File: config.mk
export PLATFORM = sky130hd
export DESIGN_NAME = prog_addr_seq
export DESIGN_NICKNAME = d
export VERILOG_FILES = /design/src/rtl/pas_pkg.sv /design/src/rtl/pas_step_counter.sv /design/src/rtl/pas_page_reg.sv /design/src/rtl/pas_addr_hold.sv /design/src/rtl/prog_addr_seq.sv
export SDC_FILE = /design/constraint.sdc
export NUM_CORES = 1
export LEC_CHECK = 0
export BUFFER_PORTS_ARGS = -buffer_cell sky130_fd_sc_hd__buf_2
export CAP_MARGIN = 20
export CORE_AREA = 3 3 40 42
export DETAILED_ROUTE_END_ITERATION = 6
export DIE_AREA = 0 0 43 45
export MAX_ROUTING_LAYER = met4
export PLACE_DENSITY = 0.79
export SLEW_MARGIN = 20
export SYNTH_ARGS = -nofsm -noshare
export SYNTH_HDL_FRONTEND = slang
export SYNTH_SLANG_ARGS = --single-unit
File: constraint.sdc
create_clock -name clk -period 2.1 [get_ports clk]
set_input_delay 0.105 -clock clk [delete_from_list [all_inputs] [get_ports clk]]
set_output_delay 0.105 -clock clk [all_outputs]
set_load 0.02 [all_outputs]
File: src/rtl/pas_pkg.sv
// Package: shared widths and the step-counter command for the address sequencer.
// Assumes: all strobes are synchronous and sampled on the rising clock edge.
package pas_pkg;

    localparam int STEP_W_DEF = 4;
    localparam int PAGE_W_DEF = 4;

    // Command to the step counter, decoded from the control strobes.
    typedef enum logic [1:0] {
        STEP_HOLD  = 2'd0,
        STEP_CLEAR = 2'd1,
        STEP_INC   = 2'd2
    } step_cmd_e;

    // Decode the strobes: both clear sources take priority over stepping.
    function automatic step_cmd_e decode_step(input logic restart_n,
                                              input logic page_load,
                                              input logic step_en);
        if (!restart_n || page_load) return STEP_CLEAR;
        if (step_en)                 return STEP_INC;
        return STEP_HOLD;
    endfunction

endpackage

File: src/rtl/pas_step_counter.sv
// Module: step counter that supplies the low part of the fetch address.
// Does: clears, advances by one with wrap-around, or holds, depending on cmd.
// Assumes: cmd has already been prioritised; rst_n is synchronous, active low.
module pas_step_counter #(
    parameter int STEP_W = pas_pkg::STEP_W_DEF
) (
    input  logic                   clk,
    input  logic                   rst_n,
    input  pas_pkg::step_cmd_e     cmd,
    output logic [STEP_W-1:0]      step_q
);
    import pas_pkg::*;

    localparam logic [STEP_W-1:0] STEP_ONE = STEP_W'(1);

    // Purpose: apply the reset, clear, increment or hold command each edge.
    always_ff @(posedge clk) begin
        if (!rst_n) begin
            step_q <= '0;
        end else begin
            unique case (cmd)
                STEP_CLEAR: step_q <= '0;
                STEP_INC:   step_q <= step_q + STEP_ONE;
                default:    step_q <= step_q;
            endcase
        end
    end

    AST_STEP_RESET: assert property (@(posedge clk) !rst_n |=> step_q == '0);
    AST_STEP_CLEAR: assert property (@(posedge clk) disable iff (!rst_n)
        cmd == STEP_CLEAR |=> step_q == '0);
    AST_STEP_INC:   assert property (@(posedge clk) disable iff (!rst_n)
        cmd == STEP_INC |=> step_q == $past(step_q) + STEP_ONE);
    AST_STEP_HOLD:  assert property (@(posedge clk) disable iff (!rst_n)
        cmd == STEP_HOLD |=> $stable(step_q));

endmodule

File: src/rtl/pas_page_reg.sv
// Module: page register that supplies the high part of the fetch address.
// Does: loads the accumulator nibble on load_en; otherwise holds its value.
// Assumes: upstream raises load_en only when a conditional jump is taken.
module pas_page_reg #(
    parameter int PAGE_W = pas_pkg::PAGE_W_DEF
) (
    input  logic                clk,
    input  logic                rst_n,
    input  logic                load_en,
    input  logic [PAGE_W-1:0]   load_val,
    output logic [PAGE_W-1:0]   page_q
);

    // Purpose: capture a new page on load, clear on reset, else hold.
    always_ff @(posedge clk) begin
        if (!rst_n)       page_q <= '0;
        else if (load_en) page_q <= load_val;
    end

    AST_PAGE_RESET: assert property (@(posedge clk) !rst_n |=> page_q == '0);
    AST_PAGE_LOAD:  assert property (@(posedge clk) disable iff (!rst_n)
        load_en |=> page_q == $past(load_val));
    AST_PAGE_HOLD:  assert property (@(posedge clk) disable iff (!rst_n)
        !load_en |=> $stable(page_q));

endmodule

File: src/rtl/pas_addr_hold.sv
// Module: holding register for the fetch address.
// Does: captures the combined page and step value on a capture strobe and
//       keeps it for the whole execution phase.
// Assumes: next_addr carries register outputs, so the value captured is the
//          one from before the same edge.
module pas_addr_hold #(
    parameter int ADDR_W = pas_pkg::STEP_W_DEF + pas_pkg::PAGE_W_DEF
) (
    input  logic                clk,
    input  logic                rst_n,
    input  logic                capture,
    input  logic [ADDR_W-1:0]   next_addr,
    output logic [ADDR_W-1:0]   held_addr
);

    // Purpose: load the fetch address on capture, clear on reset, else hold.
    always_ff @(posedge clk) begin
        if (!rst_n)       held_addr <= '0;
        else if (capture) held_addr <= next_addr;
    end

    AST_HOLD_RESET:   assert property (@(posedge clk) !rst_n |=> held_addr == '0);
    AST_HOLD_CAPTURE: assert property (@(posedge clk) disable iff (!rst_n)
        capture |=> held_addr == $past(next_addr));
    AST_HOLD_STABLE:  assert property (@(posedge clk) disable iff (!rst_n)
        !capture |=> $stable(held_addr));

endmodule

File: src/rtl/prog_addr_seq.sv
// Module: segmented program address sequencer (top).
// Does: a step counter (low bits) and a page register (high bits) form the
//       next instruction address, and a holding register presents it to
//       program memory from one fetch to the next.
// Assumes: synchronous active-low reset; every strobe is a synchronous enable.
module prog_addr_seq #(
    parameter int STEP_W = pas_pkg::STEP_W_DEF,
    parameter int PAGE_W = pas_pkg::PAGE_W_DEF
) (
    input  logic                        clk,
    input  logic                        rst_n,
    input  logic                        step_en,
    input  logic                        restart_n,
    input  logic                        page_load,
    input  logic [PAGE_W-1:0]           acc,
    input  logic                        fetch_latch,
    input  logic                        run_n,
    output logic [STEP_W+PAGE_W-1:0]    fetch_addr,
    output logic                        addr_oe
);
    import pas_pkg::*;

    localparam int ADDR_W = STEP_W + PAGE_W;

    step_cmd_e           step_cmd;
    logic [STEP_W-1:0]   step_val;
    logic [PAGE_W-1:0]   page_val;
    logic [ADDR_W-1:0]   live_addr;

    // Purpose: turn the control strobes into one prioritised step command.
    always_comb step_cmd = decode_step(restart_n, page_load, step_en);

    // Purpose: combine page (high bits) and step (low bits) into the live address.
    always_comb live_addr = {page_val, step_val};

    // Purpose: let the held address reach memory only while run mode is active.
    always_comb addr_oe = ~run_n;

    pas_step_counter #(.STEP_W(STEP_W)) i_step (
        .clk    (clk),
        .rst_n  (rst_n),
        .cmd    (step_cmd),
        .step_q (step_val)
    );

    pas_page_reg #(.PAGE_W(PAGE_W)) i_page (
        .clk      (clk),
        .rst_n    (rst_n),
        .load_en  (page_load),
        .load_val (acc),
        .page_q   (page_val)
    );

    pas_addr_hold #(.ADDR_W(ADDR_W)) i_hold (
        .clk       (clk),
        .rst_n     (rst_n),
        .capture   (fetch_latch),
        .next_addr (live_addr),
        .held_addr (fetch_addr)
    );

    AST_CLEAR_BEATS_STEP: assert property (@(posedge clk) disable iff (!rst_n)
        (step_en && (!restart_n || page_load)) |=> step_val == '0);
    AST_PAGE_LOAD_CLEARS: assert property (@(posedge clk) disable iff (!rst_n)
        page_load |=> step_val == '0);
    AST_WRAP_KEEPS_PAGE:  assert property (@(posedge clk) disable iff (!rst_n)
        (step_cmd == STEP_INC && step_val == '1 && !page_load) |=> $stable(page_val));

endmodule

==> summary.txt, run 1 <==
RePlAce Congestion -> 0.710
Worst R2R Setup Slack -> 1140 ps
H-tree depth -> 1
Worst setup endpoint -> i_step.step_q[2]$_SDFFE_PN0P_
Distinct cells, synth -> 16
Top cells by area, synth -> dfxtp_1 (49%), mux2i_1 (22%), nor2b_1 (12%)
Post-synth net total -> 69
Slew Viols, Final -> 0
Post-synth top area share -> 49.4%
CP Max Fanout -> 4
Total global-route track usage -> 13.0%
Clock Path Buffers -> 2
CP startpoint -> i_step.step_q[0]$_SDFFE_PN0P_
Vias -> 452
Sequential fraction of the synthesis area -> 49.4%
Drt wl/cell -> 11.5 um
TritonCTS buffer count -> 3
Critical-path top delay cell -> dfxtp_1
Post-synth EDFFs -> 0
Total power -> 567 uW
Setup bufs post-CTS -> 0
Async SR Flop Fraction -> 0%
Leak pwr -> 0.368 nW
Largest net degree at the start of global routing -> 16
DR DRC count -> 0
Pwr/cell area -> 732 nW/um^2
TritonRoute pass-1 iters -> 2
Area post-placement -> 738 um^2
Part of the cycle the worst path needs -> 45.6%
Vias in the first global route -> 420
Crit path largest cell delay -> 350 ps
Arrival time at the worst endpoint -> 1180 ps
Setup TNS -> 0 ps
DIE WIDTH -> 43 um
Via-to-Cell Ratio -> 4.91
Final Hold Violating Endpoints -> 0
Final min period -> 957 ps
Initial antenna violation count -> 0
Yosys warns -> 0
FF+latch count, synth -> 16
CP cell instances -> ha_1 > a21bo_2 > a21oi_1
Most frequent cell after synthesis -> dfxtp_1
First-pass GRT wire length -> 1790 um
Synthesized netlist cell count -> 57
Port-buffer cells -> 19
ANT nets after route -> 0
Max frequency -> 1050 MHz
Core box area -> 1280 um^2
Hpwl dp -> 797 um
Clock root buffer -> clkbuf_4
Worst R2R Start -> i_step.step_q[0]$_SDFFE_PN0P_
Status -> complete, no violations
Worst reg-to-reg path cell count -> 3
Peak VDD IR -> 0.000521 V
Die span in y -> 45 um
Worst slew pin tran -> 247 ps
Clk sinks -> 16
Synth Flop Type -> dfxtp_1
CTS tree -> built
NumNets Final -> 90
Max-cap check violation count -> 0
RSZ-0062 raised after global routing -> false
Layout Utilization -> 60.3%
Cts hold-fix bufs -> 0
Worst reg2reg path endpoint -> i_step.step_q[2]$_SDFFE_PN0P_
Area leader, netlist -> dfxtp_1
Critical path class -> flip-flop to flip-flop
ANT cells -> 0
Total grt overflow -> 0
Final setup vio count -> 0
WL final -> 1060 um
IO Count -> 20
Cell Area, Synth -> 648 um^2
Post-synth top cells -> dfxtp_1 (16), mux2i_1 (14), nor2b_1 (12)
Hold/Removal Path Class -> primary input to flip-flop
Clock transition at path regs -> 90 ps
Initial DRC Count -> 3
WP data required -> 2320 ps
Post-cts resize count -> 0
# rows -> 13
Worst-skew pair later-pin latency -> 280 ps
Layout area overhead -> 19.5%
Share of layout cells above drive strength 1 -> 31.2%
Worst slew margin -> 83.5%
CP Launch Type -> flip-flop
Starting density of the core -> 50.4%
Die Area -> 1940 um^2
Skew final -> 0.777 ps
Crit end category -> flip-flop
Final instance area -> 774 um^2
Synthesized area per cell -> 11.4 um^2
==> placed cells by master (no fill, tap or decap) <==
cell and n:
buf_2 19, nand4bb_1 1, nand4_1 1, inv_1 1
a21oi_1 1, nor2_1 2, mux2i_1 14, nand4b_1 1
a21bo_2 1, ha_1 1, nor2b_1 12, clkbuf_8 1
xnor2_1 1, nand3b_1 2, dfxtp_1 16, clkbuf_4 3
==> per-layer routing <==
layer | vias to the layer above | part of all wire, % | global-route usage (%) | routed length, um
li1 | 234 | - | - | -
met1 | 200 | 47 | 16.0 | 493
met2 | 16 | 45 | 20.4 | 472
met3 | 2 | 6.9 | 3.59 | 73
met4 | 0 | 1.9 | 5.42 | 20
met5 | - | 0 | - | 0
==> cells by family after synthesis <==
| logic type | synth area share [%] |
|---|---|
| AND/OR/NAND/NOR | 19.1 |
| buffers and inverters | 4.25 |
| flip-flops | 49.4 |
| adder cells (fa/ha/maj) | 1.93 |
| XOR/XNOR | 1.35 |
| AO/OA/AOI/OAI | 2.32 |
| multiplexers | 21.6 |
==> registers in the layout, indices dropped and copies added (netlist names) <==
register	cells
i_hold.held_addr	8
i_page.page_q	4
i_step.step_q	4
==> power by group <==
group          internal, mW  total (mW)  switching, mW  leakage, nW
sequential            0.311       0.316        0.00418        0.130
combinational        0.0253      0.0502         0.0249        0.217
clock                 0.105       0.201         0.0960       0.0210
==> layout make-up <==
| class | count | area (um^2) |
|---|---|---|
| well taps | 15 | 18.8 |
| clock buffers | 4 | 36.3 |
| multi-input cells | 37 | 300 |
| flip-flops and latches | 16 | 320 |
| repair buffers | 19 | 95.1 |
| fillers | 114 | 510 |
| inverters | 1 | 3.75 |
==> stage by stage <==
| stage | setup WS [ps] | hold slack (ps) | cells |
|---|---|---|---|
| after detailed placement | 1170 | 371 | 88 |
| after CTS | 1140 | 63.0 | 92 |
| after global placement | 1190 | 363 | 88 |
| after global routing | 1080 | 85.8 | 92 |
| final | 1140 | 73.6 | 92 |
| after floorplan | 1210 | 233 | 57 |
==> critical path: cells and delay by family (launching register included) <==
family	cells	cell delay [ps]
DFF	1	350
AOI/OAI and AO/OA	2	310
adders and majority gates	1	230
==> worst min path at each step <==
stage	from	to	slack, ps	cells past startpoint
2_1_floorplan	rst_n	i_page.page_q[0]$_SDFFE_PN0P_	230	1
3_3_place_gp	acc[3]	i_page.page_q[3]$_SDFFE_PN0P_	360	3
3_5_place_dp	acc[0]	i_page.page_q[0]$_SDFFE_PN0P_	370	3
4_1_cts	acc[0]	i_page.page_q[0]$_SDFFE_PN0P_	60	3
5_1_grt	acc[0]	i_page.page_q[0]$_SDFFE_PN0P_	90	3
6_report	acc[0]	i_page.page_q[0]$_SDFFE_PN0P_	70	3
Note: power is estimated with default switching activity, not from simulation.
==> run 2: changes to the inputs <==
- CORE_AREA: 3 3 40 42 -> default
- CORE_MARGIN: default -> 3
- CORE_UTILIZATION: default -> 47
- DIE_AREA: 0 0 43 45 -> default
- PLACE_DENSITY: 0.79 -> 0.77
- clock period: 2.1 -> 0.9 ns (I/O delays scaled with it)
==> run 2 against run 1 <==
Against the previous run: non-clock buffer count rose by 2; global-route usage rose by 0.97 points; critical path type unchanged; via count rose by 0.22%; clock-buffer cell count did not move; combinational power increased by 140%; sequential power up 130%; cell count rose by 1.1%.
==> summary.txt, run 2 (same netlist as run 1, synthesis figures left out) <==
Total grt overflow -> 0
Initial DRC Count -> 12
Commonest non-fill, non-tap cell in the layout -> buf_2
Most frequent cells in the layout -> buf_2 (19), mux2i_1 (14), dfxtp_1 (14), nor2b_1 (12), clkbuf_4 (3)
Max frequency -> 1170 MHz
Drt wl/cell -> 11.4 um
Die span in y -> 43.1 um
Clock transition at path regs -> 90 ps
Worst R2R Setup Slack -> 40 ps
NumNets Final -> 92
Worst reg-to-reg path cell count -> 3
Total global-route track usage -> 14.0%
Final setup margin -> 43.4 ps
Slew Viols, Final -> 0
Largest reg by FF count -> i_hold.held_addr
# rows -> 12
Core box area -> 1200 um^2
CP Max Fanout -> 2
Sw Share -> 21.3%
Clock root buffer -> clkbuf_4
TritonRoute pass-1 iters -> 3
ANT nets after route -> 0
Post-placement cell count -> 89
Final min period -> 857 ps
CTS tree -> built
Vias -> 453
Leak pwr -> 0.377 nW
Worst-skew pair later-pin latency -> 280 ps
TritonCTS buffer count -> 3
Critical path class -> flip-flop to flip-flop
WP data required -> 1120 ps
Critical-path top delay cell -> dfxtp_2
Worst reg2reg path endpoint -> i_step.step_q[2]$_SDFFE_PN0P_
RePlAce Congestion -> 0.659
Top flop regs -> i_hold.held_addr (8), i_page.page_q (4), i_step.step_q (4)
NetSw -> 280 uW
Hpwl dp -> 787 um
Number of flip-flops under the largest register name -> 8
Layout Cells excl Fill -> 93
Pwr/cell area -> 1640 nW/um^2
Cts hold-fix bufs -> 0
H-tree depth -> 1
Combinational power share -> 9.3%
Worst slack at placement -> 15.5 ps
CP Launch Type -> flip-flop
Via-to-Cell Ratio -> 4.87
Clock Path Buffers -> 2
Worst hold endpoint -> i_page.page_q[0]$_SDFFE_PN0P_
Worst slew margin -> 83.3%
CP cell instances -> ha_4 > a21bo_2 > a21oi_1
Worst Hold Depth -> 3
Clk network pwr share -> 34.7%
Part of the cycle the worst path needs -> 95.2%
IO Count -> 20
Vias in the first global route -> 447
Internal -> 1.03 mW
Final Hold Violating Endpoints -> 0
Initial antenna violation count -> 0
Die Area -> 1860 um^2
Layout area overhead -> 23.9%
Status -> complete, no violations
Worst slew pin tran -> 250 ps
Starting density of the core -> 54.0%
Skew final -> 4.57 ps
WL final -> 1060 um
Fin Hold WS -> 28.0 ps
Port-buffer cells -> 19
DR DRC count -> 0
Hold/Removal Path Class -> primary input to flip-flop
Layout fillers -> 104
Area post-placement -> 752 um^2
Min-delay src -> acc[0]
Flop pwr share -> 56.1%
DIE WIDTH -> 43.1 um
First-pass GRT wire length -> 1970 um
Crit end category -> flip-flop
Crit path largest cell delay -> 340 ps
Worst R2R Start -> i_step.step_q[0]$_SDFFE_PN0P_
Final setup vio count -> 0
ANT cells -> 0
Share of layout cells above drive strength 1 -> 36.7%
Max-cap check violation count -> 0
Clk sinks -> 16
Arrival time at the worst endpoint -> 1070 ps
Setup TNS -> 0 ps
Largest net degree at the start of global routing -> 16
Final instance area -> 803 um^2
Peak VDD IR -> 0.00143 V
==> run 2: changes by cell type in the layout (fill, tap and decap cells not counted), sizes merged <==
cell | before | now
buf | 19 | 21
==> run 2: how the worst max path moves through the flow <==
| stage | startpoint | end | depth (start not counted) |
|---|---|---|---|
| 2_1_floorplan | i_step.step_q[0]$_SDFFE_PN0P_ | i_step.step_q[2]$_SDFFE_PN0P_ | 3 |
| 3_3_place_gp | i_step.step_q[0]$_SDFFE_PN0P_ | i_step.step_q[2]$_SDFFE_PN0P_ | 3 |
| 3_5_place_dp | i_step.step_q[0]$_SDFFE_PN0P_ | i_step.step_q[2]$_SDFFE_PN0P_ | 3 |
| 4_1_cts | i_step.step_q[0]$_SDFFE_PN0P_ | i_step.step_q[2]$_SDFFE_PN0P_ | 3 |
| 5_1_grt | i_step.step_q[0]$_SDFFE_PN0P_ | i_step.step_q[2]$_SDFFE_PN0P_ | 3 |
| 6_report | i_step.step_q[0]$_SDFFE_PN0P_ | i_step.step_q[2]$_SDFFE_PN0P_ | 3 |
==> run 2: through the flow <==
| stage | util [%] | power (mW) |
|---|---|---|
| global route | 66.9 | 1.39 |
| global placement | 62.6 | 0.872 |
| finish | 66.9 | 1.31 |
| floorplan | - | 0.834 |
| detailed placement | 62.6 | 0.875 |
| CTS | 65.9 | 1.34 |
==> run 2: worst max-delay path, delay by kind of cell, from the launching register on <==
| family | cells | cell delay, ps |
|---|---|---|
| adder cells (fa/ha/maj) | 1 | 160 |
| flip-flops | 1 | 340 |
| AO/OA/AOI/OAI | 2 | 300 |
==> run 2: layout make-up <==
class,count,area [um^2],area share (%)
clock buffer,4,36.3,4.52
inverter,1,3.75,0.467
multi-input combinational,37,313,38.9
sequential,16,323,40.2
tap,14,17.5,2.18
timing repair buffer,21,110,13.7
==> run 2: power groups by stage <==
stage | clock, mW | sequential [mW] | combinational (mW)
4_1_cts | 0.478 | 0.736 | 0.123
3_5_place_dp | 0 | 0.752 | 0.123
5_1_grt | 0.516 | 0.739 | 0.136
3_3_place_gp | 0 | 0.752 | 0.121
6_report | 0.455 | 0.737 | 0.122
2_1_floorplan | 0 | 0.760 | 0.0741
==> run 2: layer usage <==
layer / global-route usage, % / wire length [um] / share of wire [%]
met2: 20.4 / 445 / 42
met5: - / 0 / 0
met4: 1.81 / 8 / 0.76
met3: 6.36 / 86 / 8.1
met1: 18.3 / 518 / 49
==> run 2: what timing repair did <==
action                     CTS  global route
setup endpoints to repair    1             2
pin swaps                    0             2
buffers inserted             0             0
gates resized for setup      2             2
